## src/rtl/slope_dig_pkg.sv

```systemverilog
package slope_dig_pkg;

    localparam int DEF_CODE_W    = 10;
    localparam int DEF_DECISIONS = 1024;

    // Ones-count width able to hold 0..n inclusive
    function automatic int cnt_width(input int n);
        return $clog2(n) + 1;
    endfunction

endpackage

```

## src/rtl/sd_ones_counter.sv

```systemverilog
module sd_ones_counter #(
    parameter int CODE_W    = 10,
    parameter int DECISIONS = 1024,
    localparam int CNT_W    = slope_dig_pkg::cnt_width(DECISIONS)
) (
    input  logic              clk,
    input  logic              rst_n,
    input  logic              dec_vld,
    input  logic              dec_bit,
    input  logic              batch_done,
    input  logic              sweep_done,
    input  logic [CODE_W-1:0] ref_code,
    output logic              bat_vld,
    output logic [CNT_W-1:0]  bat_cnt,
    output logic [CODE_W-1:0] bat_code,
    output logic              swp_end
);

    localparam logic [CNT_W-1:0] FULL = CNT_W'(DECISIONS);

    typedef struct packed {
        logic [CNT_W-1:0]  cnt;
        logic              bvld;
        logic [CNT_W-1:0]  bcnt;
        logic [CODE_W-1:0] bcode;
        logic              send;
    } cnt_st_t;

    cnt_st_t st_d, st_q;
    logic [CNT_W-1:0] sum;

    always_comb begin
        st_d = st_q;
        sum  = st_q.cnt;
        if (dec_vld && dec_bit && (st_q.cnt != FULL)) begin
            sum = st_q.cnt + 1'b1;
        end
        st_d.cnt  = sum;
        st_d.bvld = batch_done;
        st_d.send = sweep_done;
        if (batch_done) begin
            st_d.bcnt  = sum;
            st_d.bcode = ref_code;
            st_d.cnt   = '0;
        end
    end

    always_ff @(posedge clk or negedge rst_n) begin
        if (!rst_n) begin
            st_q <= '0;
        end else begin
            st_q <= st_d;
        end
    end

    assign bat_vld  = st_q.bvld;
    assign bat_cnt  = st_q.bcnt;
    assign bat_code = st_q.bcode;
    assign swp_end  = st_q.send;

endmodule

```

## src/rtl/sd_slope_tracker.sv

```systemverilog
module sd_slope_tracker #(
    parameter int CODE_W = 10,
    parameter int CNT_W  = 11
) (
    input  logic              clk,
    input  logic              rst_n,
    input  logic              bat_vld,
    input  logic [CNT_W-1:0]  bat_cnt,
    input  logic [CODE_W-1:0] bat_code,
    input  logic              swp_end,
    output logic              res_vld,
    output logic [CODE_W-1:0] res_code,
    output logic              res_none
);

    typedef struct packed {
        logic                    first;
        logic                    has;
        logic [CNT_W-1:0]        prev;
        logic signed [CNT_W:0]   best;
        logic [CODE_W-1:0]       code;
    } trk_t;

    localparam trk_t TRK_IDLE = '{first: 1'b1, has: 1'b0, prev: '0, best: '0, code: '0};

    trk_t st_d, st_q;
    logic [CNT_W-1:0]      prev_eff;
    logic signed [CNT_W:0] slope;
    logic                  better;

    always_comb begin
        st_d     = st_q;
        prev_eff = st_q.first ? '0 : st_q.prev;
        slope    = $signed({1'b0, bat_cnt}) - $signed({1'b0, prev_eff});
        better   = (slope > 0) &&
                   (!st_q.has || (slope > st_q.best) ||
                    ((slope == st_q.best) && (bat_code < st_q.code)));
        if (bat_vld) begin
            st_d.prev  = bat_cnt;
            st_d.first = 1'b0;
            if (better) begin
                st_d.has  = 1'b1;
                st_d.best = slope;
                st_d.code = bat_code;
            end
        end
        res_vld  = swp_end;
        res_code = st_d.has ? st_d.code : '0;
        res_none = !st_d.has;
        if (swp_end) begin
            st_d = TRK_IDLE;
        end
    end

    always_ff @(posedge clk or negedge rst_n) begin
        if (!rst_n) begin
            st_q <= TRK_IDLE;
        end else begin
            st_q <= st_d;
        end
    end

endmodule

```

## src/rtl/sd_word_reg.sv

```systemverilog
module sd_word_reg #(
    parameter int CODE_W = 10
) (
    input  logic              clk,
    input  logic              rst_n,
    input  logic              res_vld,
    input  logic [CODE_W-1:0] res_code,
    input  logic              res_none,
    output logic              word_vld,
    output logic [CODE_W-1:0] word,
    output logic              no_edge
);

    typedef struct packed {
        logic              vld;
        logic [CODE_W-1:0] w;
        logic              none;
    } out_t;

    out_t st_d, st_q;

    always_comb begin
        st_d     = st_q;
        st_d.vld = res_vld;
        if (res_vld) begin
            st_d.w    = res_code;
            st_d.none = res_none;
        end
    end

    always_ff @(posedge clk or negedge rst_n) begin
        if (!rst_n) begin
            st_q <= '0;
        end else begin
            st_q <= st_d;
        end
    end

    assign word_vld = st_q.vld;
    assign word     = st_q.w;
    assign no_edge  = st_q.none;

endmodule

```

## src/rtl/slope_digitizer.sv

```systemverilog
module slope_digitizer #(
    parameter int CODE_W    = slope_dig_pkg::DEF_CODE_W,
    parameter int DECISIONS = slope_dig_pkg::DEF_DECISIONS
) (
    input  logic              clk,
    input  logic              rst_n,
    input  logic              dec_vld,
    input  logic              dec_bit,
    input  logic              batch_done,
    input  logic              sweep_done,
    input  logic [CODE_W-1:0] ref_code,
    output logic              word_vld,
    output logic [CODE_W-1:0] word,
    output logic              no_edge
);

    localparam int CNT_W = slope_dig_pkg::cnt_width(DECISIONS);

    logic              bat_vld;
    logic [CNT_W-1:0]  bat_cnt;
    logic [CODE_W-1:0] bat_code;
    logic              swp_end;
    logic              res_vld;
    logic [CODE_W-1:0] res_code;
    logic              res_none;

    sd_ones_counter #(.CODE_W(CODE_W), .DECISIONS(DECISIONS)) u_cnt (
        .clk(clk), .rst_n(rst_n),
        .dec_vld(dec_vld), .dec_bit(dec_bit),
        .batch_done(batch_done), .sweep_done(sweep_done), .ref_code(ref_code),
        .bat_vld(bat_vld), .bat_cnt(bat_cnt), .bat_code(bat_code), .swp_end(swp_end)
    );

    sd_slope_tracker #(.CODE_W(CODE_W), .CNT_W(CNT_W)) u_trk (
        .clk(clk), .rst_n(rst_n),
        .bat_vld(bat_vld), .bat_cnt(bat_cnt), .bat_code(bat_code), .swp_end(swp_end),
        .res_vld(res_vld), .res_code(res_code), .res_none(res_none)
    );

    sd_word_reg #(.CODE_W(CODE_W)) u_out (
        .clk(clk), .rst_n(rst_n),
        .res_vld(res_vld), .res_code(res_code), .res_none(res_none),
        .word_vld(word_vld), .word(word), .no_edge(no_edge)
    );

endmodule

```

## config.mk

```make
export PLATFORM = sky130hd
export DESIGN_NAME = slope_digitizer
export DESIGN_NICKNAME = d
export VERILOG_FILES = /design/src/rtl/slope_dig_pkg.sv /design/src/rtl/sd_ones_counter.sv /design/src/rtl/sd_slope_tracker.sv /design/src/rtl/sd_word_reg.sv /design/src/rtl/slope_digitizer.sv
export SDC_FILE = /design/constraint.sdc
export NUM_CORES = 1
export LEC_CHECK = 0
export ABC_AREA = 1
export BUFFER_PORTS_ARGS = -buffer_cell sky130_fd_sc_hd__clkbuf_2
export CELL_PAD_IN_SITES_DETAIL_PLACEMENT = 1
export CELL_PAD_IN_SITES_GLOBAL_PLACEMENT = 1
export CORE_ASPECT_RATIO = 0.5
export CORE_MARGIN = 5
export CORE_UTILIZATION = 43
export CTS_BUF_LIST = sky130_fd_sc_hd__clkbuf_4
export DETAILED_ROUTE_END_ITERATION = 10
export PLACE_DENSITY_LB_ADDON = 0.1
export SYNTH_ARGS = -nofsm -noshare
export SYNTH_HDL_FRONTEND = slang
export SYNTH_SLANG_ARGS = --single-unit
```

## constraint.sdc

```tcl
create_clock -name clk -period 3.6 [get_ports clk]
set_clock_uncertainty 0.15 [all_clocks]
set_input_delay 0.18 -clock clk [delete_from_list [all_inputs] [get_ports clk]]
set_output_delay 0.18 -clock clk [all_outputs]
set_load 0.01 [all_outputs]
```

==> qor.yml <==
synth:
  synth_nets: 674
  synth_cells: 622
  ys_types: 38
  ys_warn_count: 0
  avgSynthCellArea_sq_um: 7.78
  syn_area_sq_um: 4840
  seq_area_frac_synth_pct: 41.9
  ys_ff_latch: 81
clocking:
  cts_root_buf: "clkbuf_4"
  cts.sinks: 81
  insertion_delay_ns: 0.46
  htreeDepth: 3
  cts_buffer_depth: 2
  clk_pin_slew_ns: 0.15
  cts_tree: "built"
  cts_buffers: 9
finish:
  drive_above_1_share_pct: 30.9
  mostFrequentLayoutCells: "161 x nand2_1, 84 x inv_1, 80 x dfrtp_1"
  nets: 766
  syn_to_final_growth_pct: 29.9
  n_antenna_cell: 0
  layout.cells.most_common: "nand2_1"
grt:
  grt_pass1_wl_mm: 23.3
  grt_pass1_vias: 4702
  grt_use_total_pct: 21.1
  grt_max_degree: 71
  antenna_found_initial: 0
  gr-total-overflow: 0
place:
  dp_hpwl_mm: 9.81
  port_buffers: 27
  gp_congestion: 0.868
timing:
  worst_slack_ns: -0.263
  hold_viol: 0
  fmax_mhz: 259
  hold-worst-slack_ns: 0.0567
  rsz0062_at_grt: "true"
  finalCritPeriodShare_pct: 107
  maxSlewHeadroom_pct: 38.5
  fin_crit_ns: 3.86
  setup_viol: 32
  max_slew.worst_pin.slew_ns: 0.922
  final_max_slew_viol_count: 0
drt:
  wl_per_cell_microns: 17.3
  via_per_inst: 5.15
  first_iter_violations: 111
  wirelength_mm: 14.9
  wl_met2_mm: 7.04
  highest_layer: "met4"
  detail-route-antenna-nets: 0
  drcViolationCount: 0
  vias: 4448
  dr.pass1.iters: 4
  wl_met1_mm: 7.26
  wl_met3_microns: 371
outcome:
  status: "finished, violations left"
  violations: "negative setup slack"
power:
  p_per_area_nw_per_um2: 459
  p_sw_mw: 1.16
  p_int_mw: 1.72
  p_leak_nw: 3.23
  combPwrFrac_pct: 42.4
  pwr-share-clk_pct: 20.8
  netSwitchingFraction_pct: 40.2
  p_total_mw: 2.88
  peakVddDrop_v: 0.000235
  pwr-share-seq_pct: 36.7
floorplanning:
  die_h_microns: 85.0
  start_util_pct: 44.1
  io_pins: 28
  die_w_microns: 160
  dieArea_sq_um: 13600
  core_sq_um: 11000
  num_rows: 27
setup_path:
  reg2reg_slack_ns: -0.26
  crit_path_start_kind: "register"
  worst_ep_arrival_time_ns: 4.11
  crit_required_ns: 3.85
  endpoint_kind: "register"
  worstPathMaxFanout: 5
  worstSetupPathType: "reg2reg"
min_path:
  hold_path_class: "in2reg"
run:
  drv_cap: 0
-- per-stage QoR --
step	setup WS (ns)	utilization (%)	setup TNS [ns]	cell area, sq um	cells
global placement	-0.191	49.6	-5.01	5450	826
finish	-0.263	57.3	-6.78	6290	864
global route	-0.452	57.3	-12.66	6290	864
detailed placement	-0.315	49.6	-8.99	5450	826
CTS	-0.122	54.9	-2.67	6030	861
floorplan	0.263	-	0	4840	622
-- cell families (layout without fill, tap and decap cells) --
family	after synthesis	in the layout	share of synthesized area, %
AO/OA/AOI/OAI	69	69	8.33
XOR/XNOR	10	10	1.81
adder cells (fa/ha/maj)	36	36	9.46
buffers and inverters	109	206	9.08
flip-flops	81	81	41.9
AND/OR/NAND/NOR	317	317	29.4
-- metal layers --
metal / track usage (%) / vias to the layer above
li1: - / 2152
met5: 0 / -
met4: 5.00 / 0
met2: 35.1 / 58
met1: 29.2 / 2214
met3: 3.49 / 24
-- state kept, by name, indices dropped and copies added (netlist names), 10 cells and up --
| signal | count |
|---|---|
| u_cnt.bat_cnt | 11 |
| u_out.word | 10 |
| u_trk.st_q | 35 |
| u_cnt.bat_code | 10 |
| u_cnt.st_q | 11 |
-- timing repair --
action                                 CTS  global route
cloned                                   4             0
pin swaps                                6            20
endpoints found under the hold margin   79             0
buffers inserted                         3             3
setup endpoints to repair               32            32
hold buffers                            12             0
resized for setup                       53            57
-- synth_stat cells --
library cell | n | area (sq um)
dfstp_2 | 1 | 26.3
buf_6 | 1 | 11.3
nand3_1 | 47 | 235
nor2_2 | 2 | 12.5
a21oi_2 | 2 | 17.5
clkbuf_1 | 10 | 37.5
a221oi_1 | 1 | 8.76
a21oi_1 | 21 | 105
o21ai_2 | 9 | 78.8
nor2_4 | 4 | 45.0
nand4_1 | 10 | 62.6
nand2_1 | 193 | 724
xor2_1 | 9 | 78.8
xnor2_1 | 1 | 8.76
nand3b_1 | 1 | 7.51
clkinv_1 | 1 | 3.75
buf_4 | 1 | 7.51
buf_12 | 1 | 20.0
ha_1 | 35 | 438
o21a_1 | 1 | 7.51
dfrtp_1 | 80 | 2000
a21boi_0 | 1 | 7.51
o211ai_1 | 1 | 7.51
nand2_4 | 10 | 113
nand3_2 | 1 | 10.0
nand2_2 | 6 | 37.5
nor4_1 | 3 | 18.8
o22ai_1 | 2 | 12.5
nor3_1 | 3 | 15.0
inv_2 | 3 | 11.3
buf_2 | 2 | 10.0
a21o_1 | 1 | 7.51
or2_2 | 1 | 6.26
nor2_1 | 36 | 135
o21ai_0 | 29 | 145
o21ai_1 | 1 | 5.00
inv_1 | 90 | 338
fa_1 | 1 | 20.0
-- critical path: stages, from the launching register on --
cell,delay [ns]
dfstp_2,0.65
nor2_2,0.05
ha_2,0.19
fa_2,0.42
inv_2,0.09
nand2_2,0.06
nand2_4,0.08
nand3_2,0.08
nand3_2,0.09
nand2_4,0.07
ha_4,0.26
nand4_1,0.24
nor3_2,0.23
buf_4,0.16
nand4_1,0.13
nand3_2,0.11
nand2_2,0.05
inv_2,0.10
nand2_4,0.09
nor2_4,0.20
clkbuf_16,0.18
nand2_1,0.06
o21ai_2,0.05
-- power by group through the flow --
stage / clock network (mW) / logic (mW) / registers (mW)
after global placement: 0 / 0.926 / 1.07
after detailed placement: 0 / 0.970 / 1.07
after CTS: 0.618 / 1.09 / 1.06
after floorplan: 0 / 0.609 / 1.06
final: 0.601 / 1.22 / 1.06
after global routing: 0.659 / 1.35 / 1.07
-- layout make-up --
class | count | area (sq um)
inverter | 94 | 358
tap | 145 | 181
sequential | 81 | 2030
timing repair buffer | 95 | 772
multi-input combinational | 432 | 2790
clock inverter | 6 | 75.1
timing repair inverter | 1 | 8.76
fill | 1317 | 4690
clock buffer | 10 | 75.1
-- path summary, 6_finish.rpt --
kind                                      to            from  cells after the start
setup / recovery              u_trk.st_q[13]  u_trk.st_q[34]                     22
min in group asynchronous     u_cnt.st_q[26]           rst_n                      2
hold / removal                 u_cnt.bat_vld      batch_done                      1
setup reg to reg              u_trk.st_q[13]  u_trk.st_q[34]                     22
hold reg to reg                u_out.word[2]   u_out.word[2]                      2
max in group asynchronous  u_cnt.bat_code[3]           rst_n                      3
Power figures use the tool's default switching activity.
